===== config.mk =====
export PLATFORM = sky130hd
export DESIGN_NAME = cart_bank_map
export DESIGN_NICKNAME = d
export VERILOG_FILES = /design/src/rtl/cbm_pkg.sv /design/src/rtl/cbm_ctrl_regs.sv /design/src/rtl/cbm_region_decode.sv /design/src/rtl/cbm_read_steer.sv /design/src/rtl/cart_bank_map.sv
export SDC_FILE = /design/constraint.sdc
export NUM_CORES = 1
export LEC_CHECK = 0
export CORE_MARGIN = 4
export CORE_UTILIZATION = 55
export CTS_CLUSTER_DIAMETER = 100
export DETAILED_ROUTE_END_ITERATION = 8
export DONT_BUFFER_PORTS = 1
export HOLD_SLACK_MARGIN = 0.02
export PLACE_DENSITY = 0.7
export SLEW_MARGIN = 10
export SYNTH_ARGS = -nofsm -noshare
export SYNTH_HDL_FRONTEND = slang
export SYNTH_SLANG_ARGS = --single-unit

===== constraint.sdc =====
create_clock -name clk -period 5.7 [get_ports clk]
set_input_delay 0.855 -clock clk [delete_from_list [all_inputs] [get_ports clk]]
set_output_delay 0.855 -clock clk [all_outputs]
set_load 0.01 [all_outputs]

===== src/rtl/cbm_pkg.sv =====
package cbm_pkg;

   localparam int NDEV = 8;

   localparam int LN_BOOT = 0;
   localparam int LN_ROM  = 1;
   localparam int LN_XRAM = 2;
   localparam int LN_WRAM = 3;
   localparam int LN_DISP = 4;
   localparam int LN_IO   = 5;
   localparam int LN_HRAM = 6;
   localparam int LN_IE   = 7;

   // lanes that accept a store from the processor
   localparam logic [NDEV-1:0] WRITABLE = 8'b1111_1100;

   typedef enum logic [3:0] {
      RG_NONE,
      RG_BOOT,
      RG_ROM_FIXED,
      RG_ROM_WIN,
      RG_DISP,
      RG_XRAM,
      RG_WRAM,
      RG_IO,
      RG_HRAM,
      RG_IE
   } region_e;

   typedef enum logic [1:0] {
      CW_NONE,
      CW_RAM_EN,
      CW_ROM_BANK,
      CW_RAM_BANK
   } ctl_wr_e;

endpackage


===== src/rtl/cbm_ctrl_regs.sv =====
module cbm_ctrl_regs
   import cbm_pkg::*;
#(
   parameter int          ROM_BANK_W = 7,
   parameter int          RAM_BANK_W = 2,
   parameter logic [7:0]  RAM_KEY    = 8'h0A,
   parameter bit          ZERO_REMAP = 1'b1
) (
   input  logic                  clk,
   input  logic                  rst_n,
   input  logic [2:0]            addr_top,
   input  logic [7:0]            wdata,
   input  logic                  we,
   input  logic                  boot_clr,
   output logic [ROM_BANK_W-1:0] rom_bank,
   output logic [RAM_BANK_W-1:0] ram_bank,
   output logic                  ram_en,
   output logic                  boot_on
);

   ctl_wr_e                 kind;
   logic [ROM_BANK_W-1:0]   rom_masked;
   logic [ROM_BANK_W-1:0]   rom_next;

   always_comb begin
      kind = CW_NONE;
      if (we) begin
         unique case (addr_top)
            3'b000:  kind = CW_RAM_EN;
            3'b001:  kind = CW_ROM_BANK;
            3'b010:  kind = CW_RAM_BANK;
            default: kind = CW_NONE;
         endcase
      end
   end

   generate
      if (ROM_BANK_W >= 8) begin : g_rom_wide
         assign rom_masked = ROM_BANK_W'(wdata);
      end else begin : g_rom_narrow
         assign rom_masked = wdata[ROM_BANK_W-1:0];
      end

      if (ZERO_REMAP) begin : g_remap
         // only an all-zero byte is remapped, not a value that masks to zero
         assign rom_next = (wdata == 8'h00) ? ROM_BANK_W'(1) : rom_masked;
      end else begin : g_direct
         assign rom_next = rom_masked;
      end
   endgenerate

   always_ff @(posedge clk or negedge rst_n) begin
      if (!rst_n) begin
         rom_bank <= ROM_BANK_W'(1);
         ram_bank <= '0;
         ram_en   <= 1'b0;
         boot_on  <= 1'b1;
      end else begin
         unique case (kind)
            CW_RAM_EN:   ram_en   <= (wdata == RAM_KEY);
            CW_ROM_BANK: rom_bank <= rom_next;
            CW_RAM_BANK: ram_bank <= wdata[RAM_BANK_W-1:0];
            default: ;
         endcase
         if (boot_clr) boot_on <= 1'b0;
      end
   end

   a_r2_key_enables: assert property (@(posedge clk) disable iff (!rst_n)
      (we && addr_top == 3'b000 && wdata == RAM_KEY) |=> ram_en);
   a_r2_other_disables: assert property (@(posedge clk) disable iff (!rst_n)
      (we && addr_top == 3'b000 && wdata != RAM_KEY) |=> !ram_en);
   a_r3_zero_gives_one: assert property (@(posedge clk) disable iff (!rst_n)
      (ZERO_REMAP && we && addr_top == 3'b001 && wdata == 8'h00) |=> rom_bank == ROM_BANK_W'(1));
   a_r4_upper_write_inert: assert property (@(posedge clk) disable iff (!rst_n)
      (we && addr_top == 3'b011) |=> ($stable(rom_bank) && $stable(ram_bank) && $stable(ram_en)));
   a_r7_overlay_stays_off: assert property (@(posedge clk) disable iff (!rst_n)
      !boot_on |=> !boot_on);

endmodule


===== src/rtl/cbm_region_decode.sv =====
module cbm_region_decode
   import cbm_pkg::*;
#(
   parameter int           ROM_BANK_W  = 7,
   parameter int           RAM_BANK_W  = 2,
   parameter logic [15:0]  BOOT_LO_END = 16'h0100,
   parameter logic [15:0]  BOOT_HI_BEG = 16'h0200,
   parameter logic [15:0]  BOOT_HI_END = 16'h0900,
   localparam int          PA_W        = ROM_BANK_W + 14
) (
   input  logic                  clk,
   input  logic                  rst_n,
   input  logic [15:0]           addr,
   input  logic                  boot_on,
   input  logic                  ram_en,
   input  logic [ROM_BANK_W-1:0] rom_bank,
   input  logic [RAM_BANK_W-1:0] ram_bank,
   output region_e               region,
   output logic [NDEV-1:0]       sel,
   output logic [PA_W-1:0]       paddr,
   output logic                  xram_off
);

   logic in_boot_hole;
   logic in_obj_ram;

   assign in_boot_hole = (addr < BOOT_LO_END) ||
                         ((addr >= BOOT_HI_BEG) && (addr < BOOT_HI_END));
   assign in_obj_ram   = (addr >= 16'hFE00) && (addr < 16'hFEA0);

   always_comb begin
      region = RG_NONE;
      if (boot_on && in_boot_hole)      region = RG_BOOT;
      else if (addr[15:14] == 2'b00)    region = RG_ROM_FIXED;
      else if (addr[15:14] == 2'b01)    region = RG_ROM_WIN;
      else if (addr[15:13] == 3'b100)   region = RG_DISP;
      else if (addr[15:13] == 3'b101)   region = RG_XRAM;
      else if (addr[15:13] == 3'b110)   region = RG_WRAM;
      else if (in_obj_ram)              region = RG_DISP;
      else if (addr[15:7] == 9'h1FE)    region = RG_IO;
      else if (addr == 16'hFFFF)        region = RG_IE;
      else if (addr[15:7] == 9'h1FF)    region = RG_HRAM;
   end

   always_comb begin
      sel      = '0;
      paddr    = '0;
      xram_off = 1'b0;
      unique case (region)
         RG_BOOT: begin
            sel[LN_BOOT] = 1'b1;
            paddr        = PA_W'(addr);
         end
         RG_ROM_FIXED: begin
            sel[LN_ROM] = 1'b1;
            paddr       = PA_W'(addr);
         end
         RG_ROM_WIN: begin
            sel[LN_ROM] = 1'b1;
            paddr       = {rom_bank, addr[13:0]};
         end
         RG_DISP: begin
            sel[LN_DISP] = 1'b1;
            paddr        = PA_W'(addr[14:0]);
         end
         RG_XRAM: begin
            if (ram_en) begin
               sel[LN_XRAM] = 1'b1;
               paddr        = PA_W'({ram_bank, addr[12:0]});
            end else begin
               xram_off = 1'b1;
            end
         end
         RG_WRAM: begin
            sel[LN_WRAM] = 1'b1;
            paddr        = PA_W'(addr[12:0]);
         end
         RG_IO: begin
            sel[LN_IO] = 1'b1;
            paddr      = PA_W'(addr[6:0]);
         end
         RG_HRAM: begin
            sel[LN_HRAM] = 1'b1;
            paddr        = PA_W'(addr[6:0]);
         end
         RG_IE: begin
            sel[LN_IE] = 1'b1;
         end
         default: ;
      endcase
   end

   a_r11_single_select: assert property (@(posedge clk) disable iff (!rst_n)
      $onehot0(sel));
   a_r7_hole_edge_is_rom: assert property (@(posedge clk) disable iff (!rst_n)
      (addr >= BOOT_LO_END && addr < BOOT_HI_BEG) |-> (sel[LN_ROM] && !sel[LN_BOOT]));
   a_r5_window_upper_bits: assert property (@(posedge clk) disable iff (!rst_n)
      (addr[15:14] == 2'b01) |-> (paddr[PA_W-1:14] == rom_bank));

endmodule


===== src/rtl/cbm_read_steer.sv =====
module cbm_read_steer
   import cbm_pkg::*;
#(
   parameter int N = NDEV
) (
   input  logic [N-1:0]   sel,
   input  logic [N*8-1:0] lanes,
   input  logic           xram_off,
   output logic [7:0]     rdata
);

   logic [7:0] gated [N];
   logic [7:0] merged;

   generate
      for (genvar i = 0; i < N; i++) begin : g_lane
         assign gated[i] = lanes[i*8 +: 8] & {8{sel[i]}};
      end
   endgenerate

   always_comb begin
      merged = 8'h00;
      for (int i = 0; i < N; i++) merged = merged | gated[i];
   end

   // a disabled external RAM floats high; an unmapped hole reads zero
   assign rdata = xram_off ? 8'hFF : merged;

endmodule


===== src/rtl/cart_bank_map.sv =====
module cart_bank_map
   import cbm_pkg::*;
#(
   parameter int           ROM_BANK_W  = 7,
   parameter int           RAM_BANK_W  = 2,
   parameter logic [7:0]   RAM_KEY     = 8'h0A,
   parameter bit           ZERO_REMAP  = 1'b1,
   parameter logic [15:0]  BOOT_LO_END = 16'h0100,
   parameter logic [15:0]  BOOT_HI_BEG = 16'h0200,
   parameter logic [15:0]  BOOT_HI_END = 16'h0900,
   localparam int          PA_W        = ROM_BANK_W + 14
) (
   input  logic              clk,
   input  logic              rst_n,
   input  logic [15:0]       cpu_addr,
   input  logic [7:0]        cpu_wdata,
   input  logic              cpu_we,
   input  logic              boot_clr,
   input  logic [NDEV*8-1:0] dev_rdata,
   output logic [NDEV-1:0]   dev_sel,
   output logic [PA_W-1:0]   dev_addr,
   output logic              dev_we,
   output logic [7:0]        rd_data
);

   generate
      if (ROM_BANK_W < 1 || ROM_BANK_W > 8) begin : g_bad_rom_w
         $error("ROM_BANK_W must lie in 1..8");
      end
      if (RAM_BANK_W < 1 || RAM_BANK_W > ROM_BANK_W + 1) begin : g_bad_ram_w
         $error("RAM_BANK_W must lie in 1..ROM_BANK_W+1");
      end
      if (BOOT_LO_END > BOOT_HI_BEG || BOOT_HI_BEG > BOOT_HI_END ||
          BOOT_HI_END > 16'h4000) begin : g_bad_boot
         $error("boot holes must be ordered and below 0x4000");
      end
   endgenerate

   logic [ROM_BANK_W-1:0] rom_bank;
   logic [RAM_BANK_W-1:0] ram_bank;
   logic                  ram_en;
   logic                  boot_on;
   region_e               region;
   logic                  xram_off;

   cbm_ctrl_regs #(
      .ROM_BANK_W (ROM_BANK_W),
      .RAM_BANK_W (RAM_BANK_W),
      .RAM_KEY    (RAM_KEY),
      .ZERO_REMAP (ZERO_REMAP)
   ) u_ctrl (
      .clk      (clk),
      .rst_n    (rst_n),
      .addr_top (cpu_addr[15:13]),
      .wdata    (cpu_wdata),
      .we       (cpu_we),
      .boot_clr (boot_clr),
      .rom_bank (rom_bank),
      .ram_bank (ram_bank),
      .ram_en   (ram_en),
      .boot_on  (boot_on)
   );

   cbm_region_decode #(
      .ROM_BANK_W  (ROM_BANK_W),
      .RAM_BANK_W  (RAM_BANK_W),
      .BOOT_LO_END (BOOT_LO_END),
      .BOOT_HI_BEG (BOOT_HI_BEG),
      .BOOT_HI_END (BOOT_HI_END)
   ) u_dec (
      .clk      (clk),
      .rst_n    (rst_n),
      .addr     (cpu_addr),
      .boot_on  (boot_on),
      .ram_en   (ram_en),
      .rom_bank (rom_bank),
      .ram_bank (ram_bank),
      .region   (region),
      .sel      (dev_sel),
      .paddr    (dev_addr),
      .xram_off (xram_off)
   );

   cbm_read_steer #(
      .N (NDEV)
   ) u_steer (
      .sel      (dev_sel),
      .lanes    (dev_rdata),
      .xram_off (xram_off),
      .rdata    (rd_data)
   );

   assign dev_we = cpu_we && ((dev_sel & WRITABLE) != '0);

   a_r12_rom_space_no_write: assert property (@(posedge clk) disable iff (!rst_n)
      (cpu_addr[15] == 1'b0) |-> !dev_we);
   a_r6_disabled_blocks: assert property (@(posedge clk) disable iff (!rst_n)
      (region == RG_XRAM && !ram_en) |-> (!dev_we && rd_data == 8'hFF && dev_sel == '0));
   a_r10_hole_reads_zero: assert property (@(posedge clk) disable iff (!rst_n)
      (cpu_addr >= 16'hE000 && cpu_addr < 16'hFE00) |-> (rd_data == 8'h00 && !dev_we));
   a_r11_lane_follows_sel: assert property (@(posedge clk) disable iff (!rst_n)
      dev_sel[LN_WRAM] |-> (rd_data == dev_rdata[LN_WRAM*8 +: 8]));

endmodule


==> metrics.log, run 1 <==
[metrics] placement row count: 17
[metrics] endpoint type of the worst setup path: output port
[metrics] critical path startpoint category: input port
[metrics] clock network latency to the later pin of the worst-skew pair: 0.26 ns
[metrics] post-route worst hold slack: around 0.29 ns
[metrics] Avg Cell Area, Syn: 8.00 um^2
[metrics] total detailed-routing wirelength: 4420 um
[metrics] remaining antenna violation count: 0
[metrics] final clock period utilization by the worst path: 60.8%
[metrics] number of input and output port buffers inserted: 0
[metrics] fillcell total: 214
[metrics] count of placed standard cells including taps: around 180
[metrics] internal reg-to-reg setup slack: 4.78 ns
[metrics] type of the most critical hold path: input port to async pin
[metrics] count of pins over their slew limit: 0
[metrics] maximum clock path buffer count: 2
[metrics] clock root buffer: clkbuf_4
[metrics] total count of hold-check failures in the final report: 0
[metrics] Post-synth EDFFs: 0
[metrics] TritonCTS clock tree: yes
[metrics] leakage: 0.464 nW
[metrics] setup violators final: 0
[metrics] wire length of the first global-routing pass: 6700 um
[metrics] post-synthesis compound-gate area fraction: between 30% and 40%
[metrics] arithmetic-cell share of the synthesized area counting full adders, half adders and majority gates: 0%
[metrics] power share of the combinational group: 32.2%
[metrics] worst path required time: just under 5 ns
[metrics] maximum achievable frequency: 0.288 GHz
[metrics] number of primary I/O pins: 130
[metrics] Arrival @ worst endpoint: between 2 and 3 ns
[metrics] result of the run: finished, final reports clean
[metrics] total number of H-tree levels: 1
[metrics] effective utilization at floorplan: 59.3%
[metrics] number of synthesized register bits: 11
[metrics] number of iterations in the first detailed-routing pass: 5
[metrics] layout overhead on the synthesized area: 0.842%
[metrics] Synth Net Count: around 260
[metrics] Simple-Gate Fraction of Synth Area: 33.8%
[metrics] Relative slew margins: 18.0%
[metrics] CTS Hold Buffers Added: 0
[metrics] post-detailed-placement cell area: between 1000 and 1500 um^2
[metrics] cells after synthesis: between 150 and 200
[metrics] combined area of all synthesized cells: 1340 um^2
[metrics] via/cell ratio: 7.40
[metrics] number of standard cells in the final layout excluding fillers: 188
[metrics] x dimension of the die: 57.3 um
[metrics] Net Sw Frac: 30.4%
[metrics] sequential cell area in the final layout: between 200 and 300 um^2
[metrics] number of cell instances on the worst register-to-register path: 1
[metrics] synthesized-area fraction occupied by xor and xnor cells: 0%
[metrics] worst setup margin: between 2 and 2.5 ns
[metrics] cell accounting for the most synthesized area: dfrtp_1
[metrics] average routed wire per standard cell: 23.5 um
[metrics] post-cts sizing count: 0
[metrics] dominant combinational cell family by area after synthesis: simple AND/OR/NAND/NOR gates
[metrics] library cell with the highest instance count after synthesis: nor2b_1
[metrics] endpoint of the most critical register-to-register path: u_ctrl.ram_en
[metrics] commonest cells in the synthesized netlist: nor2b_1 (21), a22oi_1 (12), nand2_1 (10), nor2_1 (10)
[metrics] register share of total power: 45.1%
[metrics] Post-Place Worst Slack: 2.24 ns
[metrics] overall die area: 3280 um^2
[metrics] weighted congestion reported at the end of routability-driven placement: between 0.8 and 0.9
[metrics] mux contribution to synthesized area: 7.58%
[metrics] worst-margin pin slew: approximately 1.2 ns
[metrics] RSZ-0062 raised after global routing: false
[metrics] fraction of final layout cells with drive strength greater than 1: roughly a tenth
[metrics] Clock Sinks: 11
[metrics] Final Net Count: around 250
[metrics] proportion of synthesized chip area in sequential cells: around a fifth
[metrics] critical path class: input port to output port
[metrics] total congestion overflow: 0
[metrics] power density normalized to cell area: 164 nW/um^2
[metrics] number of global-route vias before repair: 1431
[metrics] Crit Reg-Reg Startpoint: u_ctrl.ram_en
[metrics] number of distinct library cells after synthesis: 42
[metrics] post-route minimum period: between 3 and 4 ns
[metrics] diode insertion count for antenna repair: 0
[metrics] overall power consumption: between 0.2 and 0.25 mW
[metrics] overall via count from detail_route: 1392
[metrics] initial antenna violation count: 0
[metrics] net switching component of the power: roughly 0.067 mW
[metrics] setup_tns: 0 ns
[metrics] setup fix buffers added after clock tree synthesis: 0
[metrics] post-layout util: about three fifths
[metrics] first-iteration detailed-routing DRC count: a little under 100
[metrics] clock-pin slew reported for the worst setup and hold paths after clock tree synthesis: 0.06 ns
[metrics] max cap viols: 0
[metrics] placed wire-length estimate: 3650 um
[metrics] share of Yosys cell area claimed by the top area cell type: 16.9%
[metrics] DRC: 0
[metrics] FFs w/ async S/R, synth: 100%
[metrics] total number of yosys warnings: 0
[metrics] CTS buffer count: 3
[metrics] Cell Int Power: 0.153 mW
[metrics] main area contributors after synthesis: dfrtp_1 (17%), nor2b_1 (9.8%), mux2_2 (7.6%), a22oi_1 (6.7%), a221o_1 (6.0%)
[metrics] Max VDD drop: 0.000150 V
[metrics] setup clock skew after layout: 0 ns
[metrics] vertical extent of the die: 57.3 um
[metrics] post-route cell area: 1350 um^2
[metrics] Multi-input gate area: between 1000 and 1500 um^2
[metrics] critical-path maximum fanout: 6
[metrics] GRT Util Overall: 25.5%
[metrics] top_reg_cell synth: dfrtp_1
[metrics] Clk pwr share: 22.7%
[metrics] pin count of the biggest net entering global routing: 21
[metrics] floorplan core area: approximately 2300 um^2
cell usage in the layout, fill, tap and decap left out, drive strengths merged:
cell,count
nand2b,9
and3b,1
nor3b,1
o221a,1
o31a,1
nand3,2
nor3,4
dfrtp,9
and2,8
o211ai,6
a22o,4
a41oi,2
and4,2
a221o,8
nand4,4
a21boi,1
o311ai,1
clkbuf,4
nor4,4
or4,1
a2111o,1
o21a,2
a21oi,3
a21o,1
nand2,10
o2bb2ai,2
nor2,10
o21ai,6
mux2,9
or3b,1
a222oi,3
dfstp,2
a22oi,12
o2111ai,1
a211o,1
inv,2
nor2b,21
layer usage:
layer / GRT usage, % / vias to the layer above / share of wire [%]
met4: 6.62 / 0 / 0.48
met3: 5.88 / 2 / 11
met5: 0 / - / 0
met2: 46.5 / 91 / 52
li1: - / 640 / -
met1: 29.7 / 659 / 36
cells by family (layout without fill, tap and decap cells):
logic type,Yosys count,after routing
and+or+nand+nor,78,78
AOI/OAI and AO/OA,56,56
muxes,9,9
buffers and inverters,13,6
DFF,11,11
worst max-delay path, stage by stage:
cell	delay, ns
nand4_1	0.19
o21ai_0	0.11
a2111o_1	0.53
nor2b_1	0.58
a221o_1	0.33
area by class of cell:
class / count / share of cell area, %
Clock buffer: 4 / 1.95
Inverter: 2 / 0.557
Multi-Input combinational cell: 143 / 74.3
Sequential cell: 11 / 20.6
Tap cell: 28 / 2.60
worst max path at each step:
stage	from	slack (ns)	to
3_3_place_gp	cpu_addr[6]	2.29	rd_data[0]
3_5_place_dp	cpu_addr[2]	2.24	rd_data[0]
5_1_grt	cpu_addr[9]	2.14	rd_data[7]
4_1_cts	cpu_addr[2]	2.24	rd_data[0]
6_report	cpu_addr[2]	2.23	rd_data[0]
2_1_floorplan	cpu_addr[10]	2.40	rd_data[0]
state kept, by name (all words and copies together), names as in the netlist:
signal           count
u_ctrl.boot_on       1
u_ctrl.ram_bank      2
u_ctrl.ram_en        1
u_ctrl.rom_bank      7
power by group through the flow:
stage	sequential [mW]	combinational, mW	clock [mW]
floorplan	0.0988	0.0657	0
global placement	0.100	0.0696	0
detailed placement	0.101	0.0712	0
CTS	0.0995	0.0714	0.0519
global route	0.101	0.0785	0.0576
finish	0.0995	0.0710	0.0499
Note: power is estimated with default switching activity, not from simulation.
==> run 2: changes to the inputs <==
--- a/config.mk
+++ b/config.mk
@@ -11,7 +11,7 @@
 export DETAILED_ROUTE_END_ITERATION = 8
 export DONT_BUFFER_PORTS = 1
 export HOLD_SLACK_MARGIN = 0.02
-export PLACE_DENSITY = 0.7
+export PLACE_DENSITY = 0.73
 export SLEW_MARGIN = 10
 export SYNTH_ARGS = -nofsm -noshare
 export SYNTH_HDL_FRONTEND = slang
==> constraint.sdc (replaced) <==
create_clock -name clk -period 2.8 [get_ports clk]
set_input_delay 0.42 -clock clk [delete_from_list [all_inputs] [get_ports clk]]
set_output_delay 0.42 -clock clk [all_outputs]
set_load 0.01 [all_outputs]
==> run 2 against run 1 <==
Net effect:
- non-clock buffer count increased by 4
- first-iteration DRC count grew 53%
- die area unchanged
- clock skew is the same
- cell count up 2.1%
- worst hold slack worse by 0.10 ns
- clock-buffer cell count stayed put
- design area grew 2.8%
- sequential power rose by 100%
- via count up 0.86%
- critical endpoint is now rd_data[7]
- largest power group unchanged
==> metrics.log, run 2 (synthesis gave the netlist of run 1 again) <==
[metrics] endpoint type of the worst setup path: output port (unchanged)
[metrics] layout overhead on the synthesized area: 3.65% (was 0.842%)
[metrics] critical path startpoint category: register (was input port)
[metrics] post-detailed-placement cell area: 1340 um^2 (was 1320 um^2)
[metrics] power share of the combinational group: 33.2% (was 32.2%)
[metrics] Arrival @ worst endpoint: 2.18 ns (was 2.61 ns)
[metrics] number of input and output port buffers inserted: 0 (unchanged)
[metrics] critical path class: register to output port (was input port to output port)
[metrics] placed wire-length estimate: 3840 um (was 3650 um)
[metrics] Cell Int Power: 0.314 mW (was 0.153 mW)
[metrics] setup clock skew after layout: 0 ns (unchanged)
[metrics] first-iteration detailed-routing DRC count: 148 (was 97)
[metrics] result of the run: finished, final reports clean (unchanged)
[metrics] maximum clock path buffer count: 2 (unchanged)
[metrics] Clk pwr share: 22.3% (was 22.7%)
[metrics] final clock period utilization by the worst path: 93.0%
[metrics] Clock Sinks: 11 (unchanged)
[metrics] via/cell ratio: 7.31 (was 7.40)
[metrics] overall die area: 3280 um^2 (unchanged)
[metrics] setup_tns: 0 ns (unchanged)
[metrics] count of pins over their slew limit: 0 (unchanged)
[metrics] worst path required time: 2.38 ns (was 4.85 ns)
[metrics] power density normalized to cell area: 330 nW/um^2 (was 164 nW/um^2)
[metrics] maximum achievable frequency: between 0.3 and 0.4 GHz
[metrics] Max VDD drop: 0.000337 V (was 0.000150 V)
[metrics] most used cells in the layout excluding fill and tap cells: nor2b_1 (21), a22oi_1 (12), nand2_1 (10), nor2_1 (10) (unchanged)
[metrics] DRC: 0 (unchanged)
[metrics] leakage: 0.486 nW (was 0.464 nW)
[metrics] biggest regs: u_ctrl.rom_bank (7), u_ctrl.ram_bank (2) (unchanged)
[metrics] overall via count from detail_route: 1404 (was 1392)
[metrics] clock root buffer: clkbuf_4 (unchanged)
[metrics] diode insertion count for antenna repair: 0 (unchanged)
[metrics] weighted congestion reported at the end of routability-driven placement: 0.799 (was 0.818)
[metrics] number of primary I/O pins: 130 (unchanged)
[metrics] post-layout util: 61.4% (was 59.8%)
[metrics] max cap viols: 0 (unchanged)
[metrics] wire length of the first global-routing pass: 6940 um (was 6700 um)
[metrics] RSZ-0062 raised after global routing: false (unchanged)
[metrics] Biggest register: u_ctrl.rom_bank (unchanged)
[metrics] net switching component of the power: 0.143 mW (was 0.0671 mW)
[metrics] critical-path maximum fanout: 10 (was 6)
[metrics] vertical extent of the die: 57.3 um (unchanged)
[metrics] Post-Place Worst Slack: 0.332 ns (was 2.24 ns)
[metrics] floorplan core area: 2250 um^2 (unchanged)
[metrics] worst-margin pin slew: 0.620 ns (was 1.22 ns)
[metrics] fillcell total: 219 (was 214)
[metrics] GRT Util Overall: 26.7% (was 25.5%)
[metrics] pin count of the biggest net entering global routing: 21 (unchanged)
[metrics] number of iterations in the first detailed-routing pass: 5 (unchanged)
[metrics] total count of hold-check failures in the final report: 0 (unchanged)
[metrics] setup fix buffers added after clock tree synthesis: 0 (unchanged)
[metrics] CTS buffer count: 3 (unchanged)
[metrics] post-route cell area: 1390 um^2 (was 1350 um^2)
[metrics] register share of total power: 44.5% (was 45.1%)
[metrics] Net Sw Frac: 31.4% (was 30.4%)
[metrics] average routed wire per standard cell: 24.0 um (was 23.5 um)
[metrics] worst setup margin: 0.195 ns (was 2.23 ns)
[metrics] leading cell type in the layout, fill and taps excluded: nor2b_1 (unchanged)
[metrics] setup violators final: 0 (unchanged)
[metrics] clock network latency to the later pin of the worst-skew pair: 0.26 ns (about the same)
[metrics] post-route minimum period: around 2.6 ns
[metrics] Final Net Count: 257 (was 253)
[metrics] x dimension of the die: 57.3 um (unchanged)
[metrics] Relative slew margins: 58.5% (was 18.0%)
[metrics] total detailed-routing wirelength: 4610 um (was 4420 um)
[metrics] number of global-route vias before repair: 1415 (was 1431)
[metrics] total number of H-tree levels: 1 (unchanged)
[metrics] clock-pin slew reported for the worst setup and hold paths after clock tree synthesis: 0.06 ns (about the same)
[metrics] fraction of final layout cells with drive strength greater than 1: 12.8% (was 10.6%)
[metrics] TritonCTS clock tree: yes (unchanged)
[metrics] placement row count: 17 (unchanged)
[metrics] effective utilization at floorplan: 59.3% (unchanged)
[metrics] total congestion overflow: 0 (unchanged)
[metrics] max reg flops: 7 (unchanged)
[metrics] remaining antenna violation count: 0 (unchanged)
[metrics] type of the most critical hold path: input port to register (was input port to async pin)
[metrics] initial antenna violation count: 0 (unchanged)
## run 2: final cells by class
cell class	count	area, um^2	area share [%]
flip-flops and latches	11	278	20.1
clock buffers	4	26.3	1.90
inverters	2	7.51	0.542
multi-input cells	143	1010	72.6
repair buffers	4	32.5	2.35
well taps	28	35.0	2.53
## run 2: timing repair
item | 4_1_cts | 5_1_grt
hold buffers | 1 | 0
endpoints found under the setup margin | 0 | 1
endpoints found under the hold margin | 11 | 0
resized for setup | 0 | 1
## run 2: power groups by stage
stage | Sequential, mW | Combinational [mW] | Clock [mW]
after floorplan | 0.201 | 0.134 | 0
after global placement | 0.204 | 0.144 | 0
after detailed placement | 0.207 | 0.149 | 0
after CTS | 0.204 | 0.153 | 0.105
after global routing | 0.208 | 0.168 | 0.110
final | 0.203 | 0.152 | 0.102
## run 2: metal layers
| metal | vias to the layer above | part of all wire [%] | GRT usage, % |
|---|---|---|---|
| met1 | 667 | 33 | 28.7 |
| met3 | 8 | 12 | 7.69 |
| met2 | 81 | 53 | 50.1 |
| met5 | - | 0 | 0 |
| li1 | 648 | - | - |
| met4 | 0 | 1.6 | 7.95 |
## run 2: per-stage QoR
step	std cells	hold WS (ns)	power (mW)
after floorplan	167	0.124	0.335
after global routing	192	0.182	0.486
after detailed placement	187	0.125	0.355
after global placement	187	0.125	0.348
final	192	0.185	0.457
after CTS	192	0.180	0.462
## run 2: worst max-delay path, stage by stage (launching register included)
cell and delay [ns]:
dfstp_2 0.53, nor3b_2 0.22, and4_4 0.36, nor2_1 0.18, a211o_1 0.32, a221o_1 0.32
## run 2: final timing paths
path,startpoint,end,slack [ns],depth (start not counted)
worst max-delay path,u_ctrl.boot_on,rd_data[7],0.20,5
worst min-delay path,boot_clr,u_ctrl.boot_on,0.19,1
worst max register to register,u_ctrl.ram_en,u_ctrl.ram_en,1.91,1
worst min register to register,u_ctrl.boot_on,u_ctrl.boot_on,0.48,1
max in group asynchronous,rst_n,u_ctrl.boot_on,1.90,1
min in group asynchronous,rst_n,u_ctrl.rom_bank[6],0.55,1
==> run 3: changes to the inputs <==
--- a/config.mk
+++ b/config.mk
@@ -8,6 +8,7 @@
 export CORE_MARGIN = 4
 export CORE_UTILIZATION = 55
 export CTS_CLUSTER_DIAMETER = 100
+export CTS_CLUSTER_SIZE = 20
 export DETAILED_ROUTE_END_ITERATION = 8
 export DONT_BUFFER_PORTS = 1
 export HOLD_SLACK_MARGIN = 0.02
==> results of run 3 <==
The final DEF is identical to that of run 2; final timing and power are the same.
